### src/rtl/dqm_pkg.sv
package dqm_pkg;

    localparam int COORD_W = 3;

    typedef logic signed [COORD_W-1:0] coord_t;

    typedef struct packed {
        coord_t i;
        coord_t q;
    } point_t;

    typedef enum logic {
        RATE_LOW  = 1'b0,
        RATE_HIGH = 1'b1
    } rate_e;

    typedef logic [1:0] quad_t;

    // dibit used for every symbol at the low rate
    localparam logic [1:0] LOW_RATE_DIBIT = 2'b01;

    // quarter-turn step for the leading dibit (b1 first in time)
    function automatic quad_t quad_step(input logic b1, input logic b2);
        quad_t s;
        case ({b1, b2})
            2'b00:   s = 2'd1;
            2'b01:   s = 2'd0;
            2'b10:   s = 2'd2;
            default: s = 2'd3;
        endcase
        return s;
    endfunction

    // point inside the first quadrant for the trailing dibit
    function automatic point_t base_point(input logic [1:0] d);
        point_t p;
        case (d)
            2'b00:   begin p.i = 3'sd1; p.q = 3'sd1; end
            2'b01:   begin p.i = 3'sd3; p.q = 3'sd1; end
            2'b11:   begin p.i = 3'sd3; p.q = 3'sd3; end
            default: begin p.i = 3'sd1; p.q = 3'sd3; end
        endcase
        return p;
    endfunction

    // one counter-clockwise quarter turn
    function automatic point_t rotate_quarter(input point_t p);
        point_t r;
        r.i = -p.q;
        r.q = p.i;
        return r;
    endfunction

    function automatic point_t rotate_times(input point_t p, input int n);
        point_t r;
        r = p;
        for (int k = 0; k < 3; k++) begin
            if (k < n) r = rotate_quarter(r);
        end
        return r;
    endfunction

    // true when the coordinate has magnitude 3
    function automatic logic is_outer(input coord_t c);
        return c[2] ^ c[1];
    endfunction

endpackage

### src/rtl/dqm_symbol_timer.sv
module dqm_symbol_timer
    import dqm_pkg::*;
#(
    parameter int SYM_CYCLES = 16,
    parameter int HI_BITS    = 4,
    parameter int LO_BITS    = 2,
    localparam int CNT_W     = $clog2(SYM_CYCLES),
    localparam int IDX_W     = $clog2(HI_BITS)
) (
    input  logic             clk,
    input  logic             rst,
    input  logic             rate_in,
    output rate_e            rate_q,
    output logic             bit_req,
    output logic [IDX_W-1:0] bit_idx,
    output logic             sym_end
);

    localparam logic [CNT_W-1:0] LAST  = CNT_W'(SYM_CYCLES - 1);
    localparam logic [CNT_W-1:0] N_HI  = CNT_W'(HI_BITS);
    localparam logic [CNT_W-1:0] N_LO  = CNT_W'(LO_BITS);
    localparam logic [CNT_W-1:0] FIRST = CNT_W'(1);

    logic [CNT_W-1:0] cnt;
    logic [CNT_W-1:0] nbits;

    always_ff @(posedge clk) begin
        if (rst) begin
            cnt    <= '0;
            rate_q <= RATE_LOW;
        end else begin
            cnt <= (cnt == LAST) ? '0 : cnt + FIRST;
            if (cnt == '0) rate_q <= rate_e'(rate_in);
        end
    end

    always_comb begin
        nbits   = (rate_q == RATE_HIGH) ? N_HI : N_LO;
        bit_req = (cnt >= FIRST) && (cnt <= nbits);
        bit_idx = IDX_W'(cnt - FIRST);
        sym_end = (cnt == LAST);
    end

    // the rate register moves only at a symbol boundary
    assert_rate_hold_R8: assert property (@(posedge clk) disable iff (rst)
        (cnt != '0) |=> $stable(rate_q));

    // requests never reach the emit cycle
    assert_req_window_R2: assert property (@(posedge clk) disable iff (rst)
        bit_req |-> !sym_end);

endmodule

### src/rtl/dqm_bit_gather.sv
module dqm_bit_gather #(
    parameter int GRP_BITS = 4,
    localparam int IDX_W   = $clog2(GRP_BITS)
) (
    input  logic                clk,
    input  logic                rst,
    input  logic                bit_req,
    input  logic [IDX_W-1:0]    bit_idx,
    input  logic                bit_in,
    output logic [GRP_BITS-1:0] grp
);

    // grp[0] holds the earliest bit of the group
    for (genvar g = 0; g < GRP_BITS; g++) begin : g_slot
        always_ff @(posedge clk) begin
            if (rst) begin
                grp[g] <= 1'b0;
            end else if (bit_req && bit_idx == IDX_W'(g)) begin
                grp[g] <= bit_in;
            end
        end
    end

endmodule

### src/rtl/dqm_point_rotator.sv
module dqm_point_rotator
    import dqm_pkg::*;
(
    input  logic [1:0] dibit,
    input  quad_t      quad,
    output point_t     pt
);

    point_t base;
    point_t turned [4];

    assign base = base_point(dibit);

    for (genvar k = 0; k < 4; k++) begin : g_turn
        assign turned[k] = rotate_times(base, k);
    end

    assign pt = turned[quad];

endmodule

### src/rtl/dqm_quadrant_acc.sv
module dqm_quadrant_acc
    import dqm_pkg::*;
(
    input  logic       clk,
    input  logic       rst,
    input  logic       sym_end,
    input  rate_e      rate_q,
    input  logic [3:0] grp,
    output logic       sym_vld,
    output point_t     pt_q
);

    quad_t      quad;
    quad_t      quad_nx;
    logic [1:0] dibit;
    point_t     pt_nx;

    always_comb begin
        quad_nx = quad + quad_step(grp[0], grp[1]);
        dibit   = (rate_q == RATE_HIGH) ? {grp[2], grp[3]} : LOW_RATE_DIBIT;
    end

    dqm_point_rotator u_rot (
        .dibit (dibit),
        .quad  (quad_nx),
        .pt    (pt_nx)
    );

    always_ff @(posedge clk) begin
        if (rst) begin
            quad    <= 2'd0;
            pt_q    <= '0;
            sym_vld <= 1'b0;
        end else begin
            sym_vld <= sym_end;
            if (sym_end) begin
                quad <= quad_nx;
                pt_q <= pt_nx;
            end
        end
    end

    // the strobe lasts a single cycle
    assert_single_strobe_R1: assert property (@(posedge clk) disable iff (rst)
        sym_vld |=> !sym_vld);

    // coordinates hold between strobes
    assert_hold_R9: assert property (@(posedge clk) disable iff (rst)
        !sym_vld |-> ($stable(pt_q.i) && $stable(pt_q.q)));

    // coordinates on the strobe are odd
    assert_odd_coord_R10: assert property (@(posedge clk) disable iff (rst)
        sym_vld |-> (pt_q.i[0] && pt_q.q[0]));

    // low-rate points mix one inner and one outer coordinate
    assert_low_rate_point_R6: assert property (@(posedge clk) disable iff (rst)
        (sym_vld && rate_q == RATE_LOW) |-> (is_outer(pt_q.i) != is_outer(pt_q.q)));

endmodule

### src/rtl/dq_symbol_mapper.sv
module dq_symbol_mapper
    import dqm_pkg::*;
#(
    parameter int SYM_CYCLES = 16
) (
    input  logic                      clk,
    input  logic                      rst,
    input  logic                      rate_sel,
    input  logic                      bit_in,
    output logic                      bit_req,
    output logic                      sym_vld,
    output logic signed [COORD_W-1:0] i_out,
    output logic signed [COORD_W-1:0] q_out
);

    localparam int HI_BITS = 4;
    localparam int LO_BITS = 2;
    localparam int IDX_W   = $clog2(HI_BITS);

    rate_e              rate_q;
    logic [IDX_W-1:0]   bit_idx;
    logic               sym_end;
    logic [HI_BITS-1:0] grp;
    point_t             pt_q;

    dqm_symbol_timer #(
        .SYM_CYCLES (SYM_CYCLES),
        .HI_BITS    (HI_BITS),
        .LO_BITS    (LO_BITS)
    ) u_timer (
        .clk     (clk),
        .rst     (rst),
        .rate_in (rate_sel),
        .rate_q  (rate_q),
        .bit_req (bit_req),
        .bit_idx (bit_idx),
        .sym_end (sym_end)
    );

    dqm_bit_gather #(
        .GRP_BITS (HI_BITS)
    ) u_gather (
        .clk     (clk),
        .rst     (rst),
        .bit_req (bit_req),
        .bit_idx (bit_idx),
        .bit_in  (bit_in),
        .grp     (grp)
    );

    dqm_quadrant_acc u_acc (
        .clk     (clk),
        .rst     (rst),
        .sym_end (sym_end),
        .rate_q  (rate_q),
        .grp     (grp),
        .sym_vld (sym_vld),
        .pt_q    (pt_q)
    );

    assign i_out = pt_q.i;
    assign q_out = pt_q.q;

endmodule

### config.mk
export PLATFORM = sky130hd
export DESIGN_NAME = dq_symbol_mapper
export DESIGN_NICKNAME = d
export VERILOG_FILES = /design/src/rtl/dqm_pkg.sv /design/src/rtl/dqm_symbol_timer.sv /design/src/rtl/dqm_bit_gather.sv /design/src/rtl/dqm_point_rotator.sv /design/src/rtl/dqm_quadrant_acc.sv /design/src/rtl/dq_symbol_mapper.sv
export SDC_FILE = /design/constraint.sdc
export NUM_CORES = 1
export LEC_CHECK = 0
export BUFFER_PORTS_ARGS = -buffer_cell sky130_fd_sc_hd__buf_2
export CAP_MARGIN = 20
export CORE_MARGIN = 3
export CORE_UTILIZATION = 35
export CTS_BUF_LIST = sky130_fd_sc_hd__clkbuf_4 sky130_fd_sc_hd__clkbuf_8
export DETAILED_ROUTE_END_ITERATION = 12
export PLACE_DENSITY = 0.54
export SLEW_MARGIN = 20
export SYNTH_ARGS = -nofsm -noshare
export SYNTH_HDL_FRONTEND = slang
export SYNTH_SLANG_ARGS = --single-unit
### constraint.sdc
create_clock -name clk -period 1.9 [get_ports clk]
set_input_delay 0.19 -clock clk [delete_from_list [all_inputs] [get_ports clk]]
set_output_delay 0.19 -clock clk [all_outputs]
set_load 0.01 [all_outputs]
==> results.md <==
- Final Wtd Congestion: between 0.7 and 0.8
- Setup Buffers After CTS: 0
- Type of the worst setup path: flop to primary output
- Count leader, synth: dfxtp_1
- # hold bufs at CTS: 0
- Synth Register Bits: 16
- Hold Slack: about 130 ps
- Num ports: 12
- Num CTS Buffers: 3
- Power per cell area: 685 mW/mm^2
- Max Clock Freq: around 550 MHz
- DIE HEIGHT: approximately 57 um
- Net count after synthesis: 113
- CTS tree: done
- Worst r2r dst: u_acc.pt_q[5]
- Main synth FF type: dfxtp_1
- Crit-path max FO: 5
- Multi-input gate area: around 570 sq um
- Outcome: finished, final reports clean
- FF-to-FF path depth: 7
- Unrepaired setup endpoints after global routing: yes
- Initial antenna violation count: 0
- Post-synthesis async set-or-reset flop share: 0%
- Antenna Nets Post-Route: 0
- Top cells by count, synth: dfxtp_1, ha_1, nor2_1, a21oi_1
- CP Capture Type: primary output
- YS warnings: 0
- Fin nets: ~130
- VDD IR-drop max: a little under 0.5 mV
- Clock skew: around 1.5 ps
- Share of the synthesized area in the top cell type: about a third
- Area growth, synth to finish: 18.8%
- WP data arrival: 1630 ps
- Cells after Synth: 98
- Vias per inst: 5.01
- R2R Setup Slk: around 130 ps
- Worst Hold Depth: 3
- Largest net degree at the start of global routing: 20
- Most used cell, CP: buf_6
- Min Clock Period, post-route: about 1800 ps
- Min-delay src: rate_sel
- First-pass GRT wire length: approximately 2.7 mm
- Critical path cell sequence: inv_2 -> ha_1 -> nor2b_1 -> o22ai_2 -> buf_6 -> and2_4 -> buf_6
- Layout cells sized above 1: a little under a third
- DR pass1 iterations: 4
- Die X-Extent: approximately 57 um
- Final WS setup: ~85 ps
- Slew Viols, Final: 0
- Final setup viols: 0
- R2r startpoint: u_gather.grp[1]
- Filler cell count: approximately 240
- Gr usage total: about a tenth
- Fin Setup TNS: 0 ps
- Measured slew at the worst slew-check pin: 322 ps
- FF/Latch Area: ~330 sq um
- DRT Wirelength: ~1.6 mm
- Routed length per instance: about 12 um
- Synth top area cells: dfxtp_1, ha_1, mux2i_1
- Clock root cell: clkbuf_4
- Vias in the first global route: ~650
- Place WS: ~32 ps
- DRC violations left: 0
- Hold Path End: u_timer.rate_q
- # rows: 17
- Post-synth top area cell: dfxtp_1
- Clock Path Buffers: 2
- Final hold violation count: 0
- Clock Latency Late Sink: 280 ps
- Initial Util: between 30% and 40%
- Die area: 0.00325 sq mm
- Clk sinks: 16
- Slowest-stage cell, CP: dfxtp_4
- Number of synthesized flops with an enable pin: 0
- GR Overflow Total: 0
- Period Utilization, post-route: 95.5%
- Core area: between 0.002 and 0.0025 sq mm
- I/O Buffers: 11
- Leak: roughly 0.47 nW
- Max Cap Violations: 0
- Clk pin slew, worst setup/hold paths: 90 ps
- Total vias in the final route: 697
- Synthesized area per cell: just over 9 sq um
- HP Class: input pin to flop
- Max-slew headroom: 78.3%
- CP Data Required Time: approximately 1700 ps
- Final Util: 46.2%
- Synth cell types: 33
- DRT iter0 DRCs: 11
- H-tree depth: 1
- Sequential fraction of the synthesis area: a little over a third
- Area of the mapped netlist: 910 sq um
- # diodes: 0
- Worst Setup Start Kind: flop
- Worst path max stage delay: approximately 390 ps
## logic make-up (layout without fill, tap and decap cells)
family / Yosys count / after routing / synth area share, %
AOI/OAI and AO/OA: 12 / 12 / 7.98
muxes: 5 / 5 / 5.50
adders and majority gates: 11 / 11 / 15.1
DFF: 16 / 16 / 35.2
xor gates and xnor gates: 3 / 3 / 2.89
and+or+nand+nor: 41 / 41 / 27.6
buffers and inverters: 10 / 23 / 5.64
## report_power, final
group	internal (mW)	switching, mW	total (mW)
logic	0.0799	0.0732	0.153
clock network	0.117	0.106	0.223
registers	0.349	0.0158	0.364
## layout make-up
cell class / instances / share of cell area [%]
multi-input combinational: 72 / 52.9
timing repair buffer: 14 / 8.10
sequential: 16 / 30.7
inverter: 5 / 1.74
tap: 28 / 3.24
clock buffer: 4 / 3.36
## placed cells by master (no fill, tap or decap), drive strengths merged
cell type   n
ha         11
and2        1
nor2b       1
nand3b      1
a21oi       6
nand4b      1
nand2       4
o21ai       3
clkbuf      4
dfxtp      16
nor4        1
a211oi      2
or4         2
xnor2       3
o22ai       1
nor3        2
mux2i       5
and3b       1
inv         5
and3        1
nand2b      5
nor3b       2
nand3       5
nor4bb      1
or3         1
buf        14
nor2       11
and4        1
## flip-flops by register name (all words and copies together), names as in the netlist
signal	cells
u_acc.pt_q	4
u_gather.grp	4
u_timer.cnt	4
u_acc.quad	2
u_acc.sym_vld	1
u_timer.rate_q	1
## how the worst max path moves through the flow
stage,start,end,slack (ps),cells past startpoint
2_1_floorplan,u_gather.grp[1],u_acc.pt_q[1],140,7
3_3_place_gp,u_gather.grp[1],u_acc.pt_q[1],80,7
3_5_place_dp,u_gather.grp[1],u_acc.pt_q[1],30,7
4_1_cts,u_timer.rate_q,bit_req,2,7
5_1_grt,u_timer.rate_q,bit_req,0.8,7
6_report,u_timer.rate_q,bit_req,80,7
## per-stage QoR
step	total power, mW	instance area [sq um]	std cells
final	0.740	1080	139
after global routing	0.787	1080	139
after CTS	0.728	1030	139
after detailed placement	0.500	990	135
after global placement	0.498	990	135
after floorplan	0.462	910	98
## critical path, delay by kind of cell, from the launching register on
kind	cells	cell delay, ps
adder cells (fa/ha/maj)	1	290
AO/OA/AOI/OAI	1	120
AND/OR/NAND/NOR	2	270
buffers and inverters	3	270
flip-flops	1	390
## layer usage
layer	wire [um]	global-route usage [%]	vias up
met5	0	0	-
met4	0	1.99	0
met3	108	4.07	0
met2	761	16.5	18
met1	738	14.1	312
li1	-	-	367
## timing repair
item                                    4_1_cts  5_1_grt
gates resized for setup                       4       13
endpoints found under the setup margin        1        4
pin swaps                                     0        1
No activity file was read; power rests on OpenSTA's default activity.
